[config.mk]
export PLATFORM = sky130hd
export DESIGN_NAME = tmr_match_unit
export DESIGN_NICKNAME = d
export VERILOG_FILES = /design/src/rtl/tmr_pkg.sv /design/src/rtl/tmr_counter.sv /design/src/rtl/tmr_cmp.sv /design/src/rtl/tmr_outreg.sv /design/src/rtl/tmr_match_unit.sv
export SDC_FILE = /design/constraint.sdc
export NUM_CORES = 1
export LEC_CHECK = 0
export ABC_CLOCK_PERIOD_IN_PS = 1950
export BUFFER_PORTS_ARGS = -buffer_cell sky130_fd_sc_hd__buf_2
export CORE_ASPECT_RATIO = 0.9
export CORE_UTILIZATION = 50
export CTS_BUF_LIST = sky130_fd_sc_hd__clkbuf_8 sky130_fd_sc_hd__clkbuf_16
export DETAILED_ROUTE_END_ITERATION = 7
export MAX_ROUTING_LAYER = met4
export PLACE_DENSITY = 0.68
export SYNTH_ARGS = -nofsm -noshare
export SYNTH_HDL_FRONTEND = slang
export SYNTH_SLANG_ARGS = --single-unit
[constraint.sdc]
create_clock -name clk_i -period 1.95 [get_ports clk_i]
set_clock_uncertainty 0.1 [all_clocks]
set_input_delay 0.2925 -clock clk_i [delete_from_list [all_inputs] [get_ports clk_i]]
set_output_delay 0.2925 -clock clk_i [all_outputs]
set_load 0.03 [all_outputs]
[src/rtl/tmr_pkg.sv]
package tmr_pkg;
  localparam int ADDR_W = 4;

  localparam logic [ADDR_W-1:0] A_CTRL = 4'd0;
  localparam logic [ADDR_W-1:0] A_CNT  = 4'd1;
  localparam logic [ADDR_W-1:0] A_OUT  = 4'd2;
  localparam logic [ADDR_W-1:0] A_SET  = 4'd3;
  localparam logic [ADDR_W-1:0] A_CLR  = 4'd4;
  localparam logic [ADDR_W-1:0] A_MV0  = 4'd8;

  typedef enum logic [1:0] {
    ACT_HOLD   = 2'b00,
    ACT_LOW    = 2'b01,
    ACT_HIGH   = 2'b10,
    ACT_INVERT = 2'b11
  } act_e;

  function automatic logic apply_act(act_e a, logic cur);
    case (a)
      ACT_LOW:    return 1'b0;
      ACT_HIGH:   return 1'b1;
      ACT_INVERT: return ~cur;
      default:    return cur;
    endcase
  endfunction
endpackage

[src/rtl/tmr_counter.sv]
module tmr_counter #(
  parameter int CNT_W = 32
) (
  input  logic             clk_i,
  input  logic             rst_ni,
  input  logic             run_i,
  output logic [CNT_W-1:0] cnt_o
);
  logic [CNT_W-1:0] cnt_q;

  always_ff @(posedge clk_i or negedge rst_ni) begin
    if (!rst_ni)    cnt_q <= '0;
    else if (run_i) cnt_q <= cnt_q + CNT_W'(1);
  end

  assign cnt_o = cnt_q;

  p_hold_r2: assert property (@(posedge clk_i) disable iff (!rst_ni)
    !run_i |=> $stable(cnt_q));
  p_step_r2: assert property (@(posedge clk_i) disable iff (!rst_ni)
    run_i |=> cnt_q == $past(cnt_q) + CNT_W'(1));
endmodule

[src/rtl/tmr_cmp.sv]
module tmr_cmp #(
  parameter int CNT_W = 32,
  parameter int N_CH  = 4
) (
  input  logic                       clk_i,
  input  logic                       rst_ni,
  input  logic                       run_i,
  input  logic [CNT_W-1:0]           cnt_i,
  input  logic [N_CH-1:0]            we_i,
  input  logic [CNT_W-1:0]           wdata_i,
  output logic [N_CH-1:0][CNT_W-1:0] mval_o,
  output logic [N_CH-1:0]            hit_o
);
  for (genvar n = 0; n < N_CH; n++) begin : g_ch
    logic [CNT_W-1:0] mv_q;

    always_ff @(posedge clk_i or negedge rst_ni) begin
      if (!rst_ni)    mv_q <= '0;
      else if (we_i[n]) mv_q <= wdata_i;
    end

    assign mval_o[n] = mv_q;
    assign hit_o[n]  = run_i && (cnt_i == mv_q);
  end
endmodule

[src/rtl/tmr_outreg.sv]
module tmr_outreg
  import tmr_pkg::*;
#(
  parameter int N_CH = 4,
  localparam int REG_W = 3 * N_CH
) (
  input  logic              clk_i,
  input  logic              rst_ni,
  input  logic              wr_i,
  input  logic              set_i,
  input  logic              clr_i,
  input  logic [REG_W-1:0]  wdata_i,
  input  logic [N_CH-1:0]   hit_i,
  output logic [N_CH-1:0]   lvl_o,
  output logic [2*N_CH-1:0] act_o
);
  logic [N_CH-1:0]   lvl_q, lvl_d;
  logic [2*N_CH-1:0] act_q, act_d;
  logic [2*N_CH-1:0] wact;

  assign wact = wdata_i[REG_W-1:N_CH];

  always_comb begin
    lvl_d = lvl_q;
    act_d = act_q;
    if (wr_i) begin
      lvl_d = wdata_i[N_CH-1:0];
      act_d = wact;
    end else begin
      if (set_i) act_d = act_d | wact;
      if (clr_i) act_d = act_d & ~wact;
    end
    // compare action lands after any software level write
    for (int n = 0; n < N_CH; n++) begin
      if (hit_i[n]) lvl_d[n] = apply_act(act_e'(act_q[2*n +: 2]), lvl_d[n]);
    end
  end

  always_ff @(posedge clk_i or negedge rst_ni) begin
    if (!rst_ni) begin
      lvl_q <= '0;
      act_q <= '0;
    end else begin
      lvl_q <= lvl_d;
      act_q <= act_d;
    end
  end

  assign lvl_o = lvl_q;
  assign act_o = act_q;

  p_lvl_quiet_r3: assert property (@(posedge clk_i) disable iff (!rst_ni)
    !wr_i && hit_i == '0 |=> $stable(lvl_q));
  p_mask_keeps_lvl_r7: assert property (@(posedge clk_i) disable iff (!rst_ni)
    (set_i || clr_i) && !wr_i && hit_i == '0 |=> $stable(lvl_q));

  for (genvar n = 0; n < N_CH; n++) begin : g_chk
    p_wr_hit_high_r6: assert property (@(posedge clk_i) disable iff (!rst_ni)
      wr_i && hit_i[n] && act_q[2*n +: 2] == ACT_HIGH |=> lvl_q[n]);
    p_wr_hit_low_r6: assert property (@(posedge clk_i) disable iff (!rst_ni)
      wr_i && hit_i[n] && act_q[2*n +: 2] == ACT_LOW |=> !lvl_q[n]);
  end
endmodule

[src/rtl/tmr_match_unit.sv]
module tmr_match_unit
  import tmr_pkg::*;
#(
  parameter int DW    = 32,
  parameter int CNT_W = 32,
  parameter int N_CH  = 4,
  localparam int REG_W = 3 * N_CH
) (
  input  logic              clk_i,
  input  logic              rst_ni,
  input  logic [ADDR_W-1:0] addr_i,
  input  logic              we_i,
  input  logic [DW-1:0]     wdata_i,
  output logic [DW-1:0]     rdata_o,
  output logic [N_CH-1:0]   match_o
);
  logic                       run_q;
  logic [CNT_W-1:0]           cnt;
  logic [N_CH-1:0][CNT_W-1:0] mval;
  logic [N_CH-1:0]            hit;
  logic [N_CH-1:0]            mv_we;
  logic [N_CH-1:0]            lvl;
  logic [2*N_CH-1:0]          act;

  always_ff @(posedge clk_i or negedge rst_ni) begin
    if (!rst_ni)                        run_q <= 1'b0;
    else if (we_i && addr_i == A_CTRL) run_q <= wdata_i[0];
  end

  for (genvar n = 0; n < N_CH; n++) begin : g_dec
    assign mv_we[n] = we_i && (addr_i == A_MV0 + ADDR_W'(n));
  end

  tmr_counter #(.CNT_W(CNT_W)) u_cnt (
    .clk_i, .rst_ni, .run_i(run_q), .cnt_o(cnt)
  );

  tmr_cmp #(.CNT_W(CNT_W), .N_CH(N_CH)) u_cmp (
    .clk_i, .rst_ni, .run_i(run_q), .cnt_i(cnt), .we_i(mv_we),
    .wdata_i(wdata_i[CNT_W-1:0]), .mval_o(mval), .hit_o(hit)
  );

  tmr_outreg #(.N_CH(N_CH)) u_out (
    .clk_i, .rst_ni,
    .wr_i(we_i && addr_i == A_OUT),
    .set_i(we_i && addr_i == A_SET),
    .clr_i(we_i && addr_i == A_CLR),
    .wdata_i(wdata_i[REG_W-1:0]),
    .hit_i(hit), .lvl_o(lvl), .act_o(act)
  );

  always_comb begin
    rdata_o = '0;
    case (addr_i)
      A_CTRL:  rdata_o = DW'(run_q);
      A_CNT:   rdata_o = DW'(cnt);
      A_OUT:   rdata_o = DW'({act, lvl});
      default: begin
        for (int n = 0; n < N_CH; n++)
          if (addr_i == A_MV0 + ADDR_W'(n)) rdata_o = DW'(mval[n]);
      end
    endcase
  end

  assign match_o = lvl;
endmodule

* Word-level counts from Yosys, hierarchy flattened
Cells that the tools add are included.
Cells by class: order comparisons 0, equal/unequal tests 24, multiplexer cells 18, shift-type cells 0, reductions and logical operators 13, $mul 0, bitwise operators 7, add/sub/neg operators 1, div/mod/pow operators 0
Operators with widths (number):
- 32-bit equality test | 4
- 32-bit 2-to-1 mux | 4
- 32-bit case mux with 3 select lines | 1
- 32-bit by 1-bit adder with 32-bit output (second input constant) | 1
- 8-bit 2-to-1 mux | 4
- 2-bit equality test (second input constant) | 8
- 4-bit equality test (second input constant) | 4
- 1-bit logical AND | 12
- 1-bit case mux with 3 select lines | 4
- 8-bit AND | 1
- 2-bit by 1-bit equality test with 1-bit output (second input constant) | 4
- 4-bit by 2-bit equality test with 1-bit output (second input constant) | 2
- 8-bit NOT | 1
- 8-bit bitwise OR | 1
- 4-bit by 1-bit equality test with 1-bit output (second input constant) | 1
- 4-bit by 3-bit equality test with 1-bit output (second input constant) | 1
- 4-bit logical NOT | 1
- 1-bit 2-to-1 mux | 4
- 4-bit 2-to-1 mux | 1
- 1-bit NOT | 4
Storage, ports and cells: latch bits 0, flip-flop bits (word level) 173, RAM bits 0, memories kept 0, word-level logic and storage cells 71, output and inout bits 36, input bits 39, memory bits (read-only) 0

* Longest topological paths before layout
Gate-level depths: netlist of the first run.
depth after elaboration 7, mapped depth 7, mapped depth without buffers 6

* By module
From an unflattened synthesis of the first run, not the netlist that was laid out.
Unflattened totals: cell total of the unflattened synthesis 897, area total of the unflattened synthesis 9914.5 µm²
By module, submodules not included:
- tmr_cmp | cells an instance 463, times used 1, area each 6145.9 µm², sequential area each 3203.1 µm²
- tmr_match_unit | cells an instance 255, times used 1, area each 1676.6 µm², sequential area each 25.0 µm²
- tmr_counter | cells an instance 123, times used 1, area each 1448.9 µm², sequential area each 800.8 µm²
- tmr_outreg | cells an instance 56, times used 1, area each 643.1 µm², sequential area each 300.3 µm²

* Least setup slack after synthesis of the first run
OpenSTA, ideal clock, no wires.
path type input to output, from in addr_i[0], to out rdata_o[12], arrival 1.702 ns, slack -0.145 ns, required time 1.558 ns, buffers on the path 3, stages on the path 6, cell sequence buf_4 > buf_2 > clkbuf_1 > nor2_1 > a21oi_1 > o21ai_0
Between the ends: word-level cells in the longest chain between the ends 6, elaborated cells on any way between the ends 12, classes of those cells eq/ne: 6; mux: 5; reduce/logical: 1
RTL lines:
- start: declaration | RTL line tmr_match_unit.sv:11 | input logic [ADDR_W-1:0] addr_i,
- 4-bit equality test | RTL line tmr_match_unit.sv:60 | if (addr_i == A_MV0 + ADDR_W'(n)) rdata_o = DW'(mval[n]);
- 32-bit 2-to-1 mux (4 in series) | RTL line tmr_match_unit.sv:60
- 32-bit case mux with 3 select lines (*) | RTL line tmr_match_unit.sv:54 | case (addr_i)
- end: declaration | RTL line tmr_match_unit.sv:14 | output logic [DW-1:0] rdata_o,
Every way passes the cells marked *; elsewhere a longest branch is shown, timed or not.

* Final worst setup path of the first run
from reg u_cmp.g_ch[3].mv_q[3], to out rdata_o[3]
Between the ends: word-level cells in the longest chain between the ends 2
RTL lines:
- start: declaration | RTL line tmr_cmp.sv:15 | logic [CNT_W-1:0] mv_q;
- start signal: assignment | RTL line tmr_cmp.sv:19 | else if (we_i[n]) mv_q <= wdata_i;
- 32-bit 2-to-1 mux | RTL line tmr_match_unit.sv:60
- 32-bit case mux with 3 select lines | RTL line tmr_match_unit.sv:54
No other way between the ends.

==> impl_metrics.env, run 1 <==
export IMPL_outcome="complete, but fails checks"
export IMPL_violations="negative setup slack"
export IMPL_numClockSinks=173
export IMPL_synth_cell_area_um2=9760
export IMPL_track_usage_pct=32.3
export IMPL_path_cells="mux4_2 -> a21oi_2 -> nor2_1 -> buf_4"
export IMPL_synthTopCellsByArea="dfrtp_1 (44%), mux2_2 (15%), xnor2_1 (12%)"
export IMPL_async_flop_share_pct=100
export IMPL_synth_top_cell_area_share_pct=44.3
export IMPL_crit_type="flop to output pin"
export IMPL_grt_overflow_total=0
export IMPL_power_frac_comb_pct=35.4
export IMPL_die_width_um=149
export IMPL_nets=1088
export IMPL_synthMuxAreaShare_pct=21.4
export IMPL_place_gp_congestion=0.964
export IMPL_synthTopCellsByCount="dfrtp_1 (173), xnor2_1 (134), mux2_2 (126)"
export IMPL_period_share_pct=107
export IMPL_wire_per_inst_um=23.4
export IMPL_portBuffers=74
export IMPL_htree_levels=4
export IMPL_clk_pin_slew_ns=0.07
export IMPL_syn_to_final_growth_pct=30.8
export IMPL_max_slew_margin_rel_pct=67.7
export IMPL_min_period_ns=2.09
export IMPL_start_kind="flop"
export IMPL_crit_required_ns=1.56
export IMPL_wl_met1_mm=13.2
export IMPL_ir_drop_mv=0.641
export IMPL_antenna_found_initial=0
export IMPL_fp_row_count=48
export IMPL_drt_iter0_drc=728
export IMPL_ys_dominant_reg_cell="dfrtp_1"
export IMPL_clk_latency_ns=0.43
export IMPL_grt_max_degree=44
export IMPL_routed_wl_mm=30.7
export IMPL_rsz0062_at_grt="yes"
export IMPL_synthSimpleGateAreaFrac_pct=9.87
export IMPL_cp_end_kind="output pin"
export IMPL_worst_slew_pin_slew_ns=0.484
export IMPL_netlist_instances=828
export IMPL_final_area_um2=12800
export IMPL_synth_xor_area_share_pct=13.9
export IMPL_synth_compound_area_share_pct=5.90
export IMPL_fp_dieH_um=135
export IMPL_tns_ns=-2.17
export IMPL_remaining_drc_errors=0
export IMPL_seqPwrFrac_pct=38.3
export IMPL_dp_hpwl_mm=21.1
export IMPL_yosysWarnings=0
export IMPL_start_util_pct=51.0
export IMPL_first_pass_iters=5
export IMPL_ys_seq_elements=173
export IMPL_maxCapViolCount=0
export IMPL_synth_edff_count=0
export IMPL_hp_class="primary input to flop"
export IMPL_num_vias=7832
export IMPL_drive_above_1_share_pct=49.1
export IMPL_wl_met2_mm=14.8
export IMPL_clockRootBuffer="clkbuf_16"
export IMPL_synth_seq_area_share_pct=44.3
export IMPL_postPlaceCellArea_um2=10900
export IMPL_dieArea_um2=20100
export IMPL_io_pins=75
export IMPL_ant_nets=0
export IMPL_worstPathArrival_ns=1.70
export IMPL_switching_power_mw=4.23
export IMPL_top_layer_used="met4"
export IMPL_cpPeakStageDelay_ns=0.48
export IMPL_cts_buffers_inserted=17
export IMPL_grt_pass1_wl_mm=46.0
export IMPL_hold_violations=0
export IMPL_power_frac_clock_pct=26.3
export IMPL_met3_length_mm=2.04
export IMPL_finalPower_mw=12.9
export IMPL_drv_slew=0
export IMPL_yosysMostFrequentCell="dfrtp_1"
export IMPL_setup_viol=23
export IMPL_core_area_um2=19200
export IMPL_fin_ws_ns=-0.144
export IMPL_syn_nets=868
export IMPL_swShare_pct=32.8
export IMPL_power_internal_mw=8.68
export IMPL_synth_top_family_by_area="multiplexers"
export IMPL_worst_path_max_fanout=2
export IMPL_grt_pass1_vias=7682
export IMPL_synth_fa_ha_area_share_pct=0.128
export IMPL_power_leakage_nw=5.53
export IMPL_yosysUniqueCellTypes=49
export IMPL_diodes=0
export IMPL_cts_buffer_depth=2
export IMPL_cp_slowest_cell="mux4_2"
export IMPL_yosys_area_top_type="dfrtp_1"
export IMPL_postSynthAreaPerCell_um2=11.8
export IMPL_cts_tree="yes"
export IMPL_viasPerCell=5.97
export IMPL_p_per_area_nw_per_um2=1010
export IMPL_fmax_ghz=0.478
==> cell usage in the layout, fill, tap and decap left out, drive strengths merged, types with 6 or more instances in the layout <==
master    n
xor2     21
a22oi    19
nand3    18
mux4     21
nand2    26
o21ai    13
a21oi    21
inv      11
buf     271
nand4    36
and3     15
nor2     39
mux2    129
nand2b    6
a32o      8
nor3     10
a22o     10
dfrtp   173
nor4      9
mux2i    16
clkbuf   18
xnor2   134
==> metrics by stage <==
step                      util [%]  setup WS (ns)  hold slack, ns  cells
final                         66.7         -0.144          0.0243   1311
after global routing          66.7         -0.205          0.0284   1311
after CTS                     64.3         -0.139          0.0139   1285
after detailed placement      57.1        -0.0304           0.168   1168
after global placement        57.1        -0.0471           0.173   1168
after floorplan                  -        0.00238          -0.103    828
==> power by group through the flow <==
stage,clock [mW],combinational (mW),sequential (mW)
floorplan,0,2.25,4.90
global placement,0,3.20,5.15
detailed placement,0,3.24,5.18
CTS,3.40,4.20,4.89
global route,3.55,4.81,5.02
finish,3.39,4.57,4.94
==> routing by layer <==
layer / GRT usage [%] / up-vias
li1: - / 3401
met1: 43.4 / 4055
met2: 49.9 / 317
met3: 6.42 / 59
met4: 9.07 / 0
met5: - / -
==> sequential cells by signal, indices dropped and copies added (netlist names), named ones only <==
| signal | flops |
|---|---|
| run_q | 1 |
| u_cmp.g_ch.mv_q | 128 |
| u_cnt.cnt_o | 32 |
| u_out.lvl_o | 4 |
==> critical path, delay by kind of cell, from the launching register on <==
family | cells | cell delay [ns]
simple gates | 1 | 0.06
compound gates | 1 | 0.16
buf+inv | 1 | 0.17
flops | 1 | 0.40
mux | 1 | 0.48
==> layout make-up <==
cell class	instances	area (um2)
multi-input combinational	578	5290
inverter	5	18.8
fill	1386	6390
timing repair buffer	273	2220
sequential	173	4350
tap	250	313
clock inverter	15	150
clock buffer	17	425
==> worst paths after layout <==
check	to	startpoint	slack, ns	depth (start not counted)
setup / recovery	rdata_o[3]	u_cmp.g_ch[3].mv_q[3]	-0.14	4
hold / removal	u_cmp.g_ch[1].mv_q[28]	wdata_i[28]	0.02	2
setup reg to reg	u_out.lvl_o[0]	u_cnt.cnt_o[8]	-0.05	7
hold reg to reg	u_cmp.g_ch[1].mv_q[7]	u_cmp.g_ch[1].mv_q[7]	0.43	1
max in group asynchronous	u_cnt.cnt_o[20]	rst_ni	0.88	3
min in group asynchronous	u_cmp.g_ch[2].mv_q[2]	rst_ni	0.27	2
==> what timing repair did <==
action / CTS / global route
pin swaps: 10 / 14
hold endpoints to repair: 39 / 0
endpoints found under the setup margin: 31 / 47
buffers inserted: 84 / 25
hold buffers: 1 / 0
resized for setup: 54 / 50
cloned: 0 / 1
==> kinds of logic after synthesis <==
kind of cell	Yosys count
AOI/OAI and AO/OA	82
xor gates and xnor gates	155
adders and majority gates	1
buffers and inverters	77
DFF	173
muxes	166
and+or+nand+nor	174
(Power assumes the default switching activity.)
==> run 2, diff against run 1 <==
PLACE_DENSITY = 0.64   (was 0.68)
SLEW_MARGIN = 10   (was unset)
==> run 2 against run 1 <==
The flow still finishes with violations (negative setup slack). Count of clock-buffer cells in the layout grew 2. Combinational power about the same. Sequential power barely moved. Critical path depth up 1. Total power hardly changed. Largest cell class unchanged.
==> impl_metrics.env, run 2 (synthesis results as in run 1) <==
export IMPL_outcome="complete, but fails checks"
export IMPL_violations="negative setup slack"
export IMPL_cts_tree="yes"
export IMPL_first_pass_iters=5
export IMPL_start_kind="flop"
export IMPL_postPlaceCellArea_um2=11000
export IMPL_min_period_ns=2.14
export IMPL_maxCapViolCount=0
export IMPL_cpPeakStageDelay_ns=0.45
export IMPL_antenna_found_initial=0
export IMPL_numClockSinks=173
export IMPL_clockRootBuffer="clkbuf_16"
export IMPL_cts_buffers_inserted=17
export IMPL_grt_pass1_wl_mm=47.7
export IMPL_r2r_cells=7
export IMPL_fillers=1343
export IMPL_hp_class="primary input to flop"
export IMPL_path_cells="buf_6 -> mux4_2 -> a21oi_2 -> nor2_1 -> buf_4"
export IMPL_worst_slew_pin_slew_ns=0.631
export IMPL_dieArea_um2=20100
export IMPL_largest_register_ffs=128
export IMPL_regToRegStartpoint="u_cnt.cnt_o[11]"
export IMPL_cts_buffer_depth=2
export IMPL_drv_slew=0
export IMPL_grt_max_degree=72
export IMPL_crit_required_ns=1.56
export IMPL_portBuffers=74
export IMPL_num_vias=8036
export IMPL_htree_levels=4
export IMPL_cp_slowest_cell="mux4_2"
export IMPL_ff2ff_setup_slack_ns=-0.06
export IMPL_clk_latency_ns=0.44
export IMPL_layout_common_cells="buf_4 (199), dfrtp_1 (160), mux2_2 (126)"
export IMPL_hold_violations=0
export IMPL_wl_met2_mm=15.3
export IMPL_die_width_um=149
export IMPL_power_leakage_nw=5.62
export IMPL_regMostFlops="u_cmp.g_ch.mv_q"
export IMPL_hp_start="wdata_i[28]"
export IMPL_dp_hpwl_mm=21.9
export IMPL_period_share_pct=110
export IMPL_io_pins=75
export IMPL_start_util_pct=51.0
export IMPL_p_per_area_nw_per_um2=997
export IMPL_regToRegEndpoint="u_out.lvl_o[3]"
export IMPL_rsz0062_at_grt="yes"
export IMPL_worst_path_max_fanout=2
export IMPL_worstPathArrival_ns=1.75
export IMPL_wire_per_inst_um=24.3
export IMPL_syn_to_final_growth_pct=32.5
export IMPL_final_area_um2=12900
export IMPL_fp_row_count=48
export IMPL_ant_nets=0
export IMPL_holdPathEnd="u_cmp.g_ch[1].mv_q[28]"
export IMPL_whs_path_depth=2
export IMPL_cp_end_kind="output pin"
export IMPL_core_area_um2=19200
export IMPL_crit_type="flop to output pin"
export IMPL_diodes=0
export IMPL_viasPerCell=6.09
export IMPL_ir_drop_mv=0.551
export IMPL_fmax_ghz=0.468
export IMPL_grt_overflow_total=0
export IMPL_fin_ws_ns=-0.189
export IMPL_remaining_drc_errors=0
export IMPL_routed_wl_mm=32.0
export IMPL_finalPower_mw=12.9
export IMPL_nets=1096
export IMPL_track_usage_pct=33.4
export IMPL_final_common_cell="buf_4"
export IMPL_clk_pin_slew_ns=0.07
export IMPL_drive_above_1_share_pct=50.3
export IMPL_multiInputGateArea_um2=5370
export IMPL_startpoint="u_cmp.g_ch[1].mv_q[4]"
export IMPL_setup_viol=22
export IMPL_met3_length_mm=2.42
export IMPL_drt_iter0_drc=843
export IMPL_seqCellArea_um2=4350
export IMPL_top_layer_used="met4"
export IMPL_grt_pass1_vias=8131
export IMPL_max_slew_margin_rel_pct=57.9
export IMPL_place_gp_congestion=1.01
export IMPL_fp_dieH_um=135
export IMPL_wl_met1_mm=13.2
## run 2: cell count changes in the layout (fill, tap and decap cells not counted), sizes merged
cell	change
clkbuf	+3
inv	-2
bufinv	-1
buf	+7
clkinv	+3
clkinvlp	-2
## run 2: how the worst max path moves through the flow
stage / end / slack (ns) / cells past startpoint
after floorplan: rdata_o[5] / 0.002 / 7
after global placement: u_out.lvl_o[0] / -0.13 / 8
after detailed placement: u_out.lvl_o[3] / -0.18 / 7
after CTS: rdata_o[4] / -0.21 / 5
after global routing: rdata_o[4] / -0.24 / 5
final: rdata_o[4] / -0.19 / 5
## run 2: where the power goes
group,internal (mW),switching [mW],leakage [nW]
Combinational,2.43,2.13,3.19
Clock,1.85,1.55,0.282
Sequential,4.32,0.620,2.14
## run 2: what timing repair did
item,in CTS,in global routing
pin swaps,10,28
hold buffers,1,0
hold endpoints to repair,173,0
setup buffers,77,27
gates resized for setup,65,67
cloned,0,1
setup endpoints to repair,38,47
## run 2: per-layer routing
metal  GRT usage (%)  up-vias
li1                -     3414
met1            43.0     4124
met2            51.5      406
met3            6.82       92
met4            13.4        0
met5               -        -
## run 2: through the flow
| step | cells | TNS (ns) | hold slack (ns) | utilization, % | setup WS, ns |
|---|---|---|---|---|---|
| floorplan | 828 | 0 | -0.103 | - | 0.00238 |
| global placement | 1184 | -2.41 | 0.205 | 57.6 | -0.134 |
| detailed placement | 1184 | -4.70 | 0.207 | 57.6 | -0.179 |
| CTS | 1294 | -2.74 | 0.00817 | 64.9 | -0.206 |
| global route | 1319 | -3.87 | 0.0220 | 67.5 | -0.244 |
| finish | 1319 | -2.68 | 0.0195 | 67.5 | -0.189 |
## run 2: layout make-up
| type | count | area share (%) |
|---|---|---|
| clock buffers | 19 | 3.50 |
| clock inverters | 13 | 1.02 |
| inverters | 5 | 0.145 |
| multi-input cells | 578 | 41.5 |
| flip-flops and latches | 173 | 33.6 |
| well taps | 250 | 2.42 |
| repair buffers | 281 | 17.8 |
## run 2: critical path: cells and delay by family (launching register included)
kind | cells | cell delay, ns
compound gates | 1 | 0.13
simple gates | 1 | 0.05
mux | 1 | 0.45
buf+inv | 2 | 0.29
flops | 1 | 0.39
